File: config.mk
export PLATFORM = sky130hd
export DESIGN_NAME = strip_hit_compactor
export DESIGN_NICKNAME = d
export VERILOG_FILES = /design/src/rtl/shc_pkg.sv /design/src/rtl/shc_group_rank.sv /design/src/rtl/shc_lane_steer.sv /design/src/rtl/strip_hit_compactor.sv
export SDC_FILE = /design/constraint.sdc
export NUM_CORES = 1
export LEC_CHECK = 0
export CORE_MARGIN = 5
export CORE_UTILIZATION = 61
export CTS_CLUSTER_DIAMETER = 100
export DETAILED_ROUTE_END_ITERATION = 8
export DONT_BUFFER_PORTS = 1
export PLACE_DENSITY = 0.74
export SLEW_MARGIN = 10
export SYNTH_ARGS = -nofsm -noshare
export SYNTH_HDL_FRONTEND = slang
export SYNTH_SLANG_ARGS = --single-unit
File: constraint.sdc
create_clock -name clk -period 19.8 [get_ports clk]
set_clock_uncertainty 0.15 [all_clocks]
set_input_delay 4.95 -clock clk [delete_from_list [all_inputs] [get_ports clk]]
set_output_delay 4.95 -clock clk [all_outputs]
set_load 0.02 [all_outputs]
File: src/rtl/shc_pkg.sv
package shc_pkg;

  localparam int SHC_LANES_DEF  = 8;
  localparam int SHC_ADDR_W_DEF = 8;

  // clamp a running count so counters stay narrow but still show "more than full"
  function automatic int sat_cap(input int value, input int cap);
    return (value > cap) ? cap : value;
  endfunction

endpackage

File: src/rtl/shc_group_rank.sv
module shc_group_rank
  import shc_pkg::*;
#(
  parameter int N     = 15,
  parameter int CNT_W = 4,
  parameter int CAP   = 9
) (
  input  logic [N-1:0]       hits,
  output logic [N*CNT_W-1:0] rank_flat,
  output logic [CNT_W-1:0]   total
);

  // ripple of saturating incrementers: each stage adds one when its channel fired
  always_comb begin
    int cnt;
    cnt = 0;
    rank_flat = '0;
    for (int i = 0; i < N; i++) begin
      rank_flat[i*CNT_W +: CNT_W] = CNT_W'(cnt);
      if (hits[i]) cnt = sat_cap(cnt + 1, CAP);
    end
    total = CNT_W'(cnt);
  end

endmodule

File: src/rtl/shc_lane_steer.sv
module shc_lane_steer #(
  parameter int NUM_CHAN = 31,
  parameter int LANES    = 8,
  parameter int ADDR_W   = 8,
  parameter int CNT_W    = 4
) (
  input  logic [NUM_CHAN-1:0]       hits,
  input  logic [NUM_CHAN*CNT_W-1:0] rank_flat,
  output logic [LANES*ADDR_W-1:0]   lane_addr,
  output logic [LANES-1:0]          lane_valid
);

  // one enabled demultiplexer per channel, folded here as an OR per lane;
  // ranks of hit channels are unique, so at most one source per lane
  for (genvar j = 0; j < LANES; j++) begin : g_lane
    always_comb begin
      logic [ADDR_W-1:0] acc;
      logic              any;
      acc = '0;
      any = 1'b0;
      for (int c = 0; c < NUM_CHAN; c++) begin
        if (hits[c] && (rank_flat[c*CNT_W +: CNT_W] == CNT_W'(j))) begin
          acc = acc | ADDR_W'(c);
          any = 1'b1;
        end
      end
      lane_addr[j*ADDR_W +: ADDR_W] = acc;
      lane_valid[j] = any;
    end
  end

endmodule

File: src/rtl/strip_hit_compactor.sv
module strip_hit_compactor
  import shc_pkg::*;
#(
  parameter int NUM_CHAN = 31,
  parameter int LANES    = SHC_LANES_DEF,
  parameter int ADDR_W   = SHC_ADDR_W_DEF,
  parameter int ROW_W    = 3,
  parameter bit ROW_EN   = 1'b1
) (
  input  logic                      clk,
  input  logic                      rst,
  input  logic [NUM_CHAN-1:0]       hit_in,
  input  logic [ROW_W-1:0]          row_in,
  output logic [LANES*ADDR_W-1:0]   lane_addr,
  output logic [LANES*ROW_W-1:0]    lane_row,
  output logic [LANES-1:0]          lane_valid,
  output logic                      overflow
);

  localparam int CAP     = LANES + 1;
  localparam int CNT_W   = $clog2(CAP + 1);
  localparam int LO_N    = (NUM_CHAN - 1) / 2;
  localparam int MID     = LO_N;
  localparam int HI_BASE = MID + 1;
  localparam int HI_N    = NUM_CHAN - HI_BASE;

  // ---------------- stage 1: capture crossing ----------------
  logic [NUM_CHAN-1:0] s1_hit;
  logic [ROW_W-1:0]    s1_row;

  always_ff @(posedge clk) begin
    if (rst) begin
      s1_hit <= '0;
      s1_row <= '0;
    end else begin
      s1_hit <= hit_in;
      s1_row <= row_in;
    end
  end

  // ---------------- group ranking (parallel) ----------------
  logic [LO_N*CNT_W-1:0] lo_rank;
  logic [HI_N*CNT_W-1:0] hi_rank;
  logic [CNT_W-1:0]      lo_tot, hi_tot;

  shc_group_rank #(.N(LO_N), .CNT_W(CNT_W), .CAP(CAP)) u_rank_lo (
    .hits      (s1_hit[LO_N-1:0]),
    .rank_flat (lo_rank),
    .total     (lo_tot)
  );

  shc_group_rank #(.N(HI_N), .CNT_W(CNT_W), .CAP(CAP)) u_rank_hi (
    .hits      (s1_hit[NUM_CHAN-1:HI_BASE]),
    .rank_flat (hi_rank),
    .total     (hi_tot)
  );

  // ---------------- stage 2: local ranks registered ----------------
  logic [NUM_CHAN-1:0]   s2_hit;
  logic [ROW_W-1:0]      s2_row;
  logic [LO_N*CNT_W-1:0] s2_lo_rank;
  logic [HI_N*CNT_W-1:0] s2_hi_rank;
  logic [CNT_W-1:0]      s2_lo_tot, s2_hi_tot;

  always_ff @(posedge clk) begin
    if (rst) begin
      s2_hit     <= '0;
      s2_row     <= '0;
      s2_lo_rank <= '0;
      s2_hi_rank <= '0;
      s2_lo_tot  <= '0;
      s2_hi_tot  <= '0;
    end else begin
      s2_hit     <= s1_hit;
      s2_row     <= s1_row;
      s2_lo_rank <= lo_rank;
      s2_hi_rank <= hi_rank;
      s2_lo_tot  <= lo_tot;
      s2_hi_tot  <= hi_tot;
    end
  end

  // ---------------- combine: offset upper group by lower total ----------------
  logic [NUM_CHAN*CNT_W-1:0] full_rank;
  logic                      drop_any;

  always_comb begin
    int base;
    int all;
    full_rank = '0;
    for (int i = 0; i < LO_N; i++) begin
      full_rank[i*CNT_W +: CNT_W] = s2_lo_rank[i*CNT_W +: CNT_W];
    end
    full_rank[MID*CNT_W +: CNT_W] = s2_lo_tot;
    base = sat_cap(int'(s2_lo_tot) + int'(s2_hit[MID]), CAP);
    for (int i = 0; i < HI_N; i++) begin
      full_rank[(HI_BASE+i)*CNT_W +: CNT_W] =
        CNT_W'(sat_cap(base + int'(s2_hi_rank[i*CNT_W +: CNT_W]), CAP));
    end
    all = sat_cap(base + int'(s2_hi_tot), CAP);
    drop_any = (all > LANES);
  end

  logic [LANES*ADDR_W-1:0] steer_addr;
  logic [LANES-1:0]        steer_valid;

  shc_lane_steer #(
    .NUM_CHAN (NUM_CHAN),
    .LANES    (LANES),
    .ADDR_W   (ADDR_W),
    .CNT_W    (CNT_W)
  ) u_steer (
    .hits       (s2_hit),
    .rank_flat  (full_rank),
    .lane_addr  (steer_addr),
    .lane_valid (steer_valid)
  );

  // ---------------- row code variant ----------------
  logic [LANES*ROW_W-1:0] row_d;

  if (ROW_EN) begin : g_row
    for (genvar j = 0; j < LANES; j++) begin : g_lane_row
      assign row_d[j*ROW_W +: ROW_W] = steer_valid[j] ? s2_row : '0;
    end
  end else begin : g_no_row
    assign row_d = '0;
  end

  // ---------------- stage 3: registered outputs ----------------
  always_ff @(posedge clk) begin
    if (rst) begin
      lane_addr  <= '0;
      lane_row   <= '0;
      lane_valid <= '0;
      overflow   <= 1'b0;
    end else begin
      lane_addr  <= steer_addr;
      lane_row   <= row_d;
      lane_valid <= steer_valid;
      overflow   <= drop_any;
    end
  end

endmodule

==> impl_metrics.toml <==
[outcome]
outcome = "completed"

[pwr]
report.power.total_mw = 2.44
power_per_cell_area_nw_per_um2 = 142
p_sw_mw = 1.12
cellLeakagePower_nw = 7.30
p_clk_share_pct = 20.1
power_frac_seq_pct = 28.8
switching_share_pct = 45.8
power.ir.vdd_worst_mv = 0.101
power_report.internal_total_mw = 1.32
combinationalPowerShare_pct = 51.1

[logic_synthesis]
synth_flop_cell = "dfxtp_1"
post_synth_instance_area_sq_um = 16200
synth_top_area_cell = "dfxtp_1"
synth_seq_area_share_pct = 30.5
post_synth_num_cell_types = 121
synth.top_cell.area_share_pct = 30.5
synthesis.instances = 1957
synthesis.area_per_instance_sq_um = 8.29
yosys.cell_count.top_type = "nor2_1"
async_flop_share_pct = 0
synth.ff_latch_count = 247
yosys_warnings = 0
synth_top_cells_by_count = "259 x nor2_1, 247 x dfxtp_1, 143 x nand2_1"
yosys-top-cells-area = "dfxtp_1 30%, ha_1 8.6%, nor2_1 6.0%"
synth_enable_flop_cells = 0

[grt]
first_global_vias = 13600
maximum_number_of_pins_on_one_net_before_global_route_repair = 208
grtUsageTotal_pct = 30.6
grt_overflow_total = 0
grt_first_pass_wirelength_um = 75100
initial_antenna_violation_count = 1

[sta]
max_slew_margin_pct = 33.0
layout_worst_path_cycle_share_pct = 83.4
final_period_minus_worst_setup_slack_ns = 16.51
finalHoldViolCount = 0
max_slew_violation_count = 0
tightestPinTransition_ns = 0.997
setup-violations-final = 0
maxClockFrequency_ghz = 0.0606
rsz0062_at_grt = "false"
fin_setup_tns_ns = 0
fin_hold_ws_ns = 0.290

[clock_network]
post_cts_buffers = 0
clk_pin_slew_worst_paths_ns = 0.06
cell_at_the_root_of_the_clock_tree = "clkbuf_16"
cts.sink_count = 247
cts_hold_buf = 0
h-tree-depth = 1
cts_made_buffers = 26
cts_resized = 0
worstSkewPairLatency_ns = 0.53
cts-root-to-sink-buffers = 3
tritoncts = "built"

[route]
drtIter0Drc = 1449
route.antenna.remaining_nets = 0
routed-via-count = 14700
drt-total-wl_um = 48000
drt-vias-per-instance = 6.40
detail_route.first_pass.iterations = 7
post-route-drc-count = 0
detail_route.wl_per_cell_um = 21.0

[die]
dieHeight_um = 173
top_level_ports = 133
die-width_um = 173
starting_density_pct = 62.1
core-area_sq_um = 26100
core.rowCount = 59
die_area_sq_um = 29900

[placement]
place.detailed.hpwl_um = 36900
place.port_buffers = 0
gp_congestion = 1.03
postPlaceCellArea_sq_um = 16300

[layout]
layout.nets = 2097
finalInstanceArea_sq_um = 17200
register_area_sq_um = 4940
area_growth_syn_to_layout_pct = 6.06
fillCellCount = 2195
drive_gt1_share_pct = 7.63
area_taken_by_multi_input_logic_gates_sq_um = 10500

[flow_run]
max-cap-violations = 0

[worst_setup_path]
cp_data_arrival_time_ns = 16.84
cp_max_fo = 10
setup.worst_path.class = "flop to flop"
worst_r2r_startpoint = "s1_hit[1]"
setup.worst_path.end_class = "flop"
critical-path-top-delay-family = "compound AO/OA/AOI/OAI gates"
setup.worst_path.start = "s1_hit[1]"
critPathLaunchType = "flop"
cp.required_ns = 20.12
worst_path_most_repeated_cell = "inv_1"
slowest_stage = "or4b_2"
timing.critical_path.slowest_cell_delay_ns = 0.66
worstPathBufferInverterCount = 15

[min_path]
hold_path.class = "flop to flop"
min-delay-start = "s1_row[0]"
==> power groups by stage <==
stage / clock, mW / combinational, mW / sequential, mW
2_1_floorplan: 0 / 0.939 / 0.683
3_3_place_gp: 0 / 1.17 / 0.710
3_5_place_dp: 0 / 1.21 / 0.712
4_1_cts: 0.498 / 1.22 / 0.703
5_1_grt: 0.521 / 1.38 / 0.713
6_report: 0.491 / 1.25 / 0.703
==> cell usage in the layout, fill, tap and decap left out, drive strengths merged, types with 23 or more instances in the layout <==
master	count
conb	26
nand2	143
a211oi	23
and2	31
a21oi	86
nand2b	27
nor4	28
xnor2	26
dfxtp	247
nand3	67
inv	113
nor3	63
nor2	261
a31oi	44
xor2	23
nor2b	103
nand3b	23
o21ai	68
clkbuf	33
ha	112
==> kinds of logic after synthesis <==
| kind of cell | share of synthesized area [%] |
|---|---|
| fa+ha+maj | 10.4 |
| compound gates | 21.8 |
| other cells | 0.0231 |
| buf+inv | 5.51 |
| simple gates | 27.3 |
| flops | 30.5 |
| xor+xnor | 3.60 |
| mux | 0.895 |
==> flip-flops by register name (all words and copies together) (netlist names) <==
register / cells
s2_hi_rank: 49
lane_addr: 40
s2_hit: 31
lane_valid: 8
s1_row: 3
lane_row: 24
s1_hit: 31
s2_lo_rank: 49
s2_hi_tot: 4
overflow: 1
s2_lo_tot: 4
s2_row: 3
==> per-stage QoR <==
stage / utilization, % / setup slack, ns / cells
after floorplan: - / 5.45 / 1982
after global placement: 62.5 / 4.46 / 2242
after detailed placement: 62.5 / 3.65 / 2242
after CTS: 65.8 / 3.55 / 2289
after global routing: 65.8 / 2.07 / 2289
final: 65.8 / 3.29 / 2290
==> per-layer routing <==
| layer | track usage, % | share of wire, % |
|---|---|---|
| met4 | 6.62 | 2.5 |
| met2 | 46.2 | 42 |
| met3 | 6.70 | 9.1 |
| met5 | 0 | 0.027 |
| met1 | 44.9 | 46 |
==> final timing paths <==
kind,to,slack (ns),cells past startpoint
min,s2_row[0],0.29,1
max reg2reg,s2_lo_tot[1],3.29,74
min reg2reg,s2_row[0],0.29,1
max,s2_lo_tot[1],3.29,74
==> area by class of cell <==
cell class                      instances  share of cell area, %
Inverter                              115                   2.57
Multi-Input combinational cell       1539                   60.9
Sequential cell                       247                   28.8
Clock buffer                           33                   4.23
Antenna cell                            1                 0.0145
Timing Repair Buffer                    6                  0.262
Clock inverter                         14                  0.844
Tap cell                              335                   2.44
(Power assumes the default switching activity.)
